==> config.mk <==
export PLATFORM = sky130hd
export DESIGN_NAME = codec_slot_ctrl
export DESIGN_NICKNAME = d
export VERILOG_FILES = /design/src/rtl/codec_slot_pkg.sv /design/src/rtl/slot_tx_bank.sv /design/src/rtl/slot_xact_ctrl.sv /design/src/rtl/slot_rx_bank.sv /design/src/rtl/codec_slot_ctrl.sv
export SDC_FILE = /design/constraint.sdc
export NUM_CORES = 1
export LEC_CHECK = 0
export BUFFER_PORTS_ARGS = -buffer_cell sky130_fd_sc_hd__buf_2
export CAP_MARGIN = 30
export CELL_PAD_IN_SITES_DETAIL_PLACEMENT = 1
export CELL_PAD_IN_SITES_GLOBAL_PLACEMENT = 2
export CORE_UTILIZATION = 37
export CTS_BUF_LIST = sky130_fd_sc_hd__clkbuf_4 sky130_fd_sc_hd__clkbuf_8
export CTS_CLUSTER_DIAMETER = 120
export CTS_CLUSTER_SIZE = 14
export DETAILED_ROUTE_END_ITERATION = 10
export PLACE_DENSITY_LB_ADDON = 0.1
export SYNTH_ARGS = -nofsm -noshare
export SYNTH_HDL_FRONTEND = slang
export SYNTH_HIERARCHICAL = 1
export SYNTH_SLANG_ARGS = --single-unit
==> constraint.sdc <==
create_clock -name clk -period 1.7 [get_ports clk]
set_input_delay 0.085 -clock clk [delete_from_list [all_inputs] [get_ports clk]]
set_output_delay 0.085 -clock clk [all_outputs]
set_load 0.01 [all_outputs]
==> src/rtl/codec_slot_pkg.sv <==
// Shared widths, register selects, flag bit positions and controller states
// for the codec command slot controller. Assumes a 20-bit slot word.
package codec_slot_pkg;

    localparam int SLOT_W  = 20;
    localparam int ADDR_W  = 7;
    localparam int DATA_W  = 16;
    localparam int SEL_W   = 3;
    localparam int FLAG_W  = 7;

    localparam int DIR_BIT  = SLOT_W - 1;                 // read/write direction
    localparam int ADDR_LSB = DIR_BIT - ADDR_W;           // 12
    localparam int DATA_LSB = SLOT_W - DATA_W;            // 4

    typedef enum logic [SEL_W-1:0] {
        SEL_CMD_TX = 3'd0,
        SEL_DAT_TX = 3'd1,
        SEL_CMD_RX = 3'd2,
        SEL_DAT_RX = 3'd3,
        SEL_FLAGS  = 3'd4
    } slot_sel_e;

    localparam int FL_CMD_EMPTY = 0;
    localparam int FL_DAT_EMPTY = 1;
    localparam int FL_ALL_EMPTY = 2;
    localparam int FL_CMD_BUSY  = 3;
    localparam int FL_DAT_BUSY  = 4;
    localparam int FL_CMD_VALID = 5;
    localparam int FL_DAT_VALID = 6;

    typedef enum logic [1:0] {
        ST_IDLE = 2'd0,
        ST_REQ  = 2'd1,
        ST_WAIT = 2'd2
    } xact_state_e;

endpackage

==> src/rtl/slot_tx_bank.sv <==
// Transmit slot registers. Holds the command and data slot words written by
// software, together with their empty flags. A command write is taken only
// when the transaction controller reports idle; it then produces a launch
// pulse. Assumes one register write per cycle.
module slot_tx_bank
    import codec_slot_pkg::*;
#(
    parameter int W = SLOT_W
) (
    input  logic             clk,
    input  logic             rst_n,
    input  logic             wr_en,
    input  logic [SEL_W-1:0] wr_sel,
    input  logic [W-1:0]     wr_data,
    input  logic             ctrl_idle,
    output logic             launch,
    output logic [W-1:0]     cmd_q,
    output logic [W-1:0]     dat_q,
    output logic             cmd_empty,
    output logic             dat_empty
);

    logic cmd_wr;
    logic dat_wr;

    // Decode accepted writes; a command write counts only when idle.
    always_comb begin
        dat_wr = wr_en && (wr_sel == SEL_DAT_TX);
        cmd_wr = wr_en && (wr_sel == SEL_CMD_TX) && ctrl_idle;
        launch = cmd_wr;
    end

    // Command slot word and its empty flag.
    always_ff @(posedge clk) begin
        if (!rst_n) begin
            cmd_q     <= '0;
            cmd_empty <= 1'b1;
        end else if (cmd_wr) begin
            cmd_q     <= wr_data;
            cmd_empty <= 1'b0;
        end
    end

    // Data slot word and its empty flag.
    always_ff @(posedge clk) begin
        if (!rst_n) begin
            dat_q     <= '0;
            dat_empty <= 1'b1;
        end else if (dat_wr) begin
            dat_q     <= wr_data;
            dat_empty <= 1'b0;
        end
    end

endmodule

==> src/rtl/slot_xact_ctrl.sv <==
// Transaction controller. On launch it snapshots the direction, address and
// write data, presents them on the codec request port until accepted, and for
// reads waits for the response strobe. Assumes the codec never answers a read
// in the same cycle in which it accepts the request.
module slot_xact_ctrl
    import codec_slot_pkg::*;
#(
    parameter int W  = SLOT_W,
    parameter int AW = ADDR_W,
    parameter int DW = DATA_W
) (
    input  logic          clk,
    input  logic          rst_n,
    input  logic          launch,
    input  logic [W-1:0]  cmd_word,
    input  logic [W-1:0]  dat_word,
    input  logic          req_ready,
    input  logic          rsp_valid,
    output logic          ctrl_idle,
    output logic          rd_launch,
    output logic          rd_done,
    output logic          req_valid,
    output logic          req_read,
    output logic [AW-1:0] req_addr,
    output logic [DW-1:0] req_data
);

    localparam int A_LSB = W - 1 - AW;
    localparam int D_LSB = W - DW;

    xact_state_e state_q;
    xact_state_e state_d;

    // Status pulses derived from state and inputs.
    always_comb begin
        ctrl_idle = (state_q == ST_IDLE);
        rd_launch = launch && cmd_word[W-1];
        rd_done   = (state_q == ST_WAIT) && rsp_valid;
        req_valid = (state_q == ST_REQ);
    end

    // Next-state selection.
    always_comb begin
        state_d = state_q;
        unique case (state_q)
            ST_IDLE: if (launch) state_d = ST_REQ;
            ST_REQ:  if (req_ready) state_d = req_read ? ST_WAIT : ST_IDLE;
            ST_WAIT: if (rsp_valid) state_d = ST_IDLE;
            default: state_d = ST_IDLE;
        endcase
    end

    // State register.
    always_ff @(posedge clk) begin
        if (!rst_n) state_q <= ST_IDLE;
        else        state_q <= state_d;
    end

    // Snapshot of the request fields taken at launch.
    always_ff @(posedge clk) begin
        if (!rst_n) begin
            req_read <= 1'b0;
            req_addr <= '0;
            req_data <= '0;
        end else if (launch) begin
            req_read <= cmd_word[W-1];
            req_addr <= cmd_word[A_LSB +: AW];
            req_data <= dat_word[D_LSB +: DW];
        end
    end

endmodule

==> src/rtl/slot_rx_bank.sv <==
// Receive slot registers with busy and valid flags. A read launch sets both
// busy flags; read completion stores the echoed command and the returned
// value and marks both slots valid. A software read of a slot clears its
// valid flag unless a completion lands in the same cycle.
module slot_rx_bank
    import codec_slot_pkg::*;
#(
    parameter int W  = SLOT_W,
    parameter int DW = DATA_W
) (
    input  logic          clk,
    input  logic          rst_n,
    input  logic          rd_launch,
    input  logic          rd_done,
    input  logic [W-1:0]  cmd_word,
    input  logic [DW-1:0] rsp_data,
    input  logic          clr_cmd_valid,
    input  logic          clr_dat_valid,
    output logic [W-1:0]  rx_cmd,
    output logic [W-1:0]  rx_dat,
    output logic [1:0]    busy,
    output logic [1:0]    valid
);

    localparam int PAD = W - DW;

    logic [W-1:0] echo_cmd;
    logic [W-1:0] echo_dat;
    logic [1:0]   clr_vec;

    // Form the stored words and the per-slot clear requests.
    always_comb begin
        echo_cmd         = cmd_word;
        echo_cmd[W-1]    = 1'b0;
        echo_dat         = {rsp_data, {PAD{1'b0}}};
        clr_vec          = {clr_dat_valid, clr_cmd_valid};
    end

    // Receive slot contents, written only on completion.
    always_ff @(posedge clk) begin
        if (!rst_n) begin
            rx_cmd <= '0;
            rx_dat <= '0;
        end else if (rd_done) begin
            rx_cmd <= echo_cmd;
            rx_dat <= echo_dat;
        end
    end

    // Per-slot busy and valid flags; completion wins over a read clear.
    for (genvar i = 0; i < 2; i++) begin : g_flag
        always_ff @(posedge clk) begin
            if (!rst_n) begin
                busy[i]  <= 1'b0;
                valid[i] <= 1'b0;
            end else begin
                if (rd_done)        busy[i] <= 1'b0;
                else if (rd_launch) busy[i] <= 1'b1;
                if (rd_done)         valid[i] <= 1'b1;
                else if (clr_vec[i]) valid[i] <= 1'b0;
            end
        end
    end

endmodule

==> src/rtl/codec_slot_ctrl.sv <==
// Top of the codec command slot controller: register write and read-back
// ports for the slot registers and flags word, and the codec request and
// response ports. Read data is registered, one cycle after rd_en.
module codec_slot_ctrl
    import codec_slot_pkg::*;
#(
    parameter int W  = SLOT_W,
    parameter int AW = ADDR_W,
    parameter int DW = DATA_W
) (
    input  logic             clk,
    input  logic             rst_n,
    input  logic             wr_en,
    input  logic [SEL_W-1:0] wr_sel,
    input  logic [W-1:0]     wr_data,
    input  logic             rd_en,
    input  logic [SEL_W-1:0] rd_sel,
    output logic [W-1:0]     rd_data,
    output logic             req_valid,
    input  logic             req_ready,
    output logic             req_read,
    output logic [AW-1:0]    req_addr,
    output logic [DW-1:0]    req_data,
    input  logic             rsp_valid,
    input  logic [DW-1:0]    rsp_data
);

    logic          ctrl_idle;
    logic          launch;
    logic          rd_launch;
    logic          rd_done;
    logic [W-1:0]  cmd_q;
    logic [W-1:0]  dat_q;
    logic          cmd_empty;
    logic          dat_empty;
    logic [W-1:0]  rx_cmd;
    logic [W-1:0]  rx_dat;
    logic [1:0]    rx_busy;
    logic [1:0]    rx_valid;
    logic [FLAG_W-1:0] flags;
    logic          clr_cmd_valid;
    logic          clr_dat_valid;

    slot_tx_bank #(.W(W)) u_tx (
        .clk       (clk),
        .rst_n     (rst_n),
        .wr_en     (wr_en),
        .wr_sel    (wr_sel),
        .wr_data   (wr_data),
        .ctrl_idle (ctrl_idle),
        .launch    (launch),
        .cmd_q     (cmd_q),
        .dat_q     (dat_q),
        .cmd_empty (cmd_empty),
        .dat_empty (dat_empty)
    );

    slot_xact_ctrl #(.W(W), .AW(AW), .DW(DW)) u_ctrl (
        .clk       (clk),
        .rst_n     (rst_n),
        .launch    (launch),
        .cmd_word  (wr_data),
        .dat_word  (dat_q),
        .req_ready (req_ready),
        .rsp_valid (rsp_valid),
        .ctrl_idle (ctrl_idle),
        .rd_launch (rd_launch),
        .rd_done   (rd_done),
        .req_valid (req_valid),
        .req_read  (req_read),
        .req_addr  (req_addr),
        .req_data  (req_data)
    );

    slot_rx_bank #(.W(W), .DW(DW)) u_rx (
        .clk           (clk),
        .rst_n         (rst_n),
        .rd_launch     (rd_launch),
        .rd_done       (rd_done),
        .cmd_word      (cmd_q),
        .rsp_data      (rsp_data),
        .clr_cmd_valid (clr_cmd_valid),
        .clr_dat_valid (clr_dat_valid),
        .rx_cmd        (rx_cmd),
        .rx_dat        (rx_dat),
        .busy          (rx_busy),
        .valid         (rx_valid)
    );

    // Assemble the flags word and decode read-side clears.
    always_comb begin
        flags                = '0;
        flags[FL_CMD_EMPTY]  = cmd_empty;
        flags[FL_DAT_EMPTY]  = dat_empty;
        flags[FL_ALL_EMPTY]  = cmd_empty && dat_empty;
        flags[FL_CMD_BUSY]   = rx_busy[0];
        flags[FL_DAT_BUSY]   = rx_busy[1];
        flags[FL_CMD_VALID]  = rx_valid[0];
        flags[FL_DAT_VALID]  = rx_valid[1];
        clr_cmd_valid        = rd_en && (rd_sel == SEL_CMD_RX);
        clr_dat_valid        = rd_en && (rd_sel == SEL_DAT_RX);
    end

    // Registered read-back multiplexer.
    always_ff @(posedge clk) begin
        if (!rst_n) begin
            rd_data <= '0;
        end else if (rd_en) begin
            unique case (rd_sel)
                SEL_CMD_TX: rd_data <= cmd_q;
                SEL_DAT_TX: rd_data <= dat_q;
                SEL_CMD_RX: rd_data <= rx_cmd;
                SEL_DAT_RX: rd_data <= rx_dat;
                SEL_FLAGS:  rd_data <= W'(flags);
                default:    rd_data <= '0;
            endcase
        end
    end

endmodule

==> summary.txt <==
Drt
  – Met2 wire length: 6.76 mm
  – Vias: 4280
  – Initial DRC count: 121
  – Vias per cell: 4.94
  – DRC: 0
  – DRT met1 WL: 7.39 mm
  – Drt total wl: 14.8 mm
  – WL met3: 505 um
  – DR pass1 iterations: 4
  – Per-cell routed wire length: 17.0 um
  – Post-route ant nets: 0
  – Top Layer Used: met4

Critical path
  – Setup CP Type: reg2reg
  – R2R Path End: u_rx/rx_dat[10]$_SDFFE_PN0P_
  – CP arrival: 1.76 ns
  – Max incr delay on CP: 0.44 ns
  – Cells on worst reg2reg path: 4
  – CP endpoint kind: flop
  – CP max FO: 38
  – Critical path required time: 2.03 ns
  – R2R Path Start: u_ctrl/state_q[1]$_SDFFE_PN0P_
  – Reg2Reg Setup Slack: 0.27 ns
  – CP Launch Type: flop
  – Crit-path slowest cell: dfxtp_1
  – CP Cell Sequence: and3b_2 -> buf_12 -> mux2i_1 -> nor2b_1

Floorplanning
  – Initial core utilization: 37.9%
  – Row Count: 44
  – Core box area: 14500 um2
  – I/O pins: 93
  – Die Wd: 124 um
  – Die ar.: 15400 um2
  – DIE HEIGHT: 124 um

Synth
  – Count leader, synth: dfxtp_1
  – Top cells by count, synth: dfxtp_1 (126), mux2i_1 (112), nand2_1 (63), nor2b_1 (62), o21ai_0 (24)
  – Post-Synthesis Cell Area: 5510 um2
  – Ys async rst share: 0%
  – Post-Synthesis Cells: 553
  – Ys flop type: dfxtp_1
  – Synth top area share: 45.8%
  – Yosys reg bits: 126
  – Netlist cell types: 50
  – Sequential share of the synthesized area: 45.8%
  – Area contributors post-synth: dfxtp_1 (46%), mux2i_1 (20%), nor2b_1 (7.0%), nand2_1 (4.3%), o21ai_0 (2.2%)
  – Synth warn: 6
  – Syn Area/Cell: 9.97 um2
  – Synth area leader: dfxtp_1
  – Number of flops mapped to enable cells by yosys: 0

STA
  – Worst Skew: 0.00928 ns
  – Worst slew pin tran: 0.605 ns
  – Fin crit share: 84.1%
  – Setup TNS: 0 ns
  – Min cycle time layout: 1.43 ns
  – Final hold violation count: 0
  – Fmax: 699 MHz
  – Final Max Slew Viols: 0
  – Slew HR: 59.6%
  – RSZ-0062 raised after global routing: false
  – Final setup fails: 0

CTS
  – H-tree level count: 4
  – Setup Fix Bufs, Post-CTS: 0
  – CTS Hold Buffers Added: 38
  – Worst-Skew Late Latency: 0.44 ns
  – Clk sinks: 126
  – Clock tree buffer depth: 2
  – CTS clk-pin slew, worst paths: 0.07 ns
  – CTS Buf Count: 17
  – Post_cts resized: 0
  – Clock Tree Root: clkbuf_8
  – CTS tree: yes

Place
  – Port bufs: 92
  – Placed cell area: 6040 um2
  – Hpwl dp: 9.66 mm
  – GP Congestion: 0.719
  – Placed Cells: 799

Global routing
  – Vias in the first global route: 4291
  – GRT Total Usage: 20.1%
  – Pin count of the biggest net entering global routing: 111
  – Antenna violations before repair: 0
  – Global-route wire length before repair: 23.0 mm
  – Total global routing overflow: 0

Power
  – Worst vdd ir: 0.461 mV
  – P_leak: 2.75 nW
  – Cell Pwr Density: 873 nW/um2
  – Total power draw: 0.00592 W

Min path
  – Hold Path Depth: 3
  – HP Class: in2reg
  – Worst Hold Launch: rst_n
  – Hold Path Sink: u_tx/dat_empty$_SDFFE_PN1P_

Run status
  – Status: complete, no violations

Flow run
  – Max cap viols: 0

Cells and area
  – Layout Nets: 720
  – Share of layout cells above drive strength 1: 21.7%
  – N_diodes: 0
  – Final Cell Area: 6780 um2
  – Fillers: 1677
  – Area grow syn2layout: 23.0%
  – Fin cells: 867
report_power, final:
group | total (W) | internal [W] | switching (W) | leakage [nW]
clock network | 0.00241 | 0.00127 | 0.00114 | 0.185
logic | 0.000490 | 0.000233 | 0.000257 | 1.55
registers | 0.00302 | 0.00299 | 0.0000290 | 1.02
state kept, by name, summed over array words and instances (netlist names):
name,cells
rd_data,20
u_ctrl/req_addr,7
u_ctrl/req_data,16
u_ctrl/req_read,1
u_ctrl/state_q,2
u_rx/busy,1
u_rx/rx_cmd,19
u_rx/rx_dat,16
u_rx/valid,2
u_tx/cmd_empty,1
u_tx/cmd_q,20
u_tx/dat_empty,1
u_tx/dat_q,20
per-layer routing:
metal / global-route usage [%] / up-vias
li1: - / 2138
met1: 27.2 / 2062
met2: 31.5 / 68
met3: 5.04 / 12
met4: 5.80 / 0
met5: 0 / -
metrics by stage:
step                      hold WS (ns)  setup WS, ns  utilization, %
after floorplan                  0.184         0.185               -
after global placement           0.288         0.295            41.5
after detailed placement         0.294         0.269            41.6
after CTS                       0.0440         0.252            46.7
after global routing            0.0785         0.149            46.7
final                           0.0869         0.270            46.7
cell usage in the layout, fill, tap and decap left out, types with 2 or more instances in the layout:
cell	n
a22o_1	13
o22ai_1	12
o21a_1	3
clkinvlp_4	2
clkbuf_4	4
nor2b_1	62
nand2_1	63
dfxtp_1	126
buf_2	91
o21ai_1	8
nor2_1	11
inv_1	5
o21ai_0	24
nand3b_1	4
a31oi_1	2
a21oi_1	5
conb_1	5
buf_12	5
clkinv_2	4
nor3_1	4
buf_4	11
clkbuf_8	19
nand3_1	23
dlygate4sd3_1	38
mux2i_1	112
cells by family (layout without fill, tap and decap cells):
family	after synthesis	in the layout	share of synthesized area, %
AND/OR/NAND/NOR	181	181	17.3
flip-flops	126	126	45.8
multiplexers	115	115	21.2
AO/OA/AOI/OAI	75	75	8.87
buffers and inverters	55	181	6.79
other	1	5	0.0680
area by class of cell:
type / count / area [um2] / share of cell area, %
Timing Repair Buffer: 145 / 1020 / 15.0
Clock inverter: 7 / 65.1 / 0.959
Clock buffer: 23 / 292 / 4.30
Sequential cell: 126 / 2520 / 37.2
Inverter: 6 / 22.5 / 0.332
Tap cell: 184 / 230 / 3.39
Multi-Input combinational cell: 376 / 2630 / 38.8
critical path: cells and delay by family, from the launching register on:
| family | cells | cell delay [ns] |
|---|---|---|
| buffers and inverters | 1 | 0.29 |
| DFF | 1 | 0.44 |
| and+or+nand+nor | 2 | 0.32 |
| muxes | 1 | 0.25 |
worst max path at each step:
stage	start	to	slack, ns	cells past startpoint
4_1_cts	u_ctrl/state_q[1]$_SDFFE_PN0P_	u_rx/rx_dat[10]$_SDFFE_PN0P_	0.25	4
6_report	u_ctrl/state_q[1]$_SDFFE_PN0P_	u_rx/rx_dat[10]$_SDFFE_PN0P_	0.27	4
3_5_place_dp	u_ctrl/state_q[1]$_SDFFE_PN0P_	u_rx/rx_cmd[13]$_SDFFE_PN0P_	0.27	4
2_1_floorplan	u_ctrl/state_q[0]$_SDFFE_PN0P_	u_ctrl/state_q[0]$_SDFFE_PN0P_	0.19	8
5_1_grt	u_ctrl/state_q[1]$_SDFFE_PN0P_	u_rx/busy[1]$_SDFFE_PP0P_	0.15	7
3_3_place_gp	rst_n	rd_data[7]$_SDFFE_PN0P_	0.30	3
(Power assumes the default switching activity.)
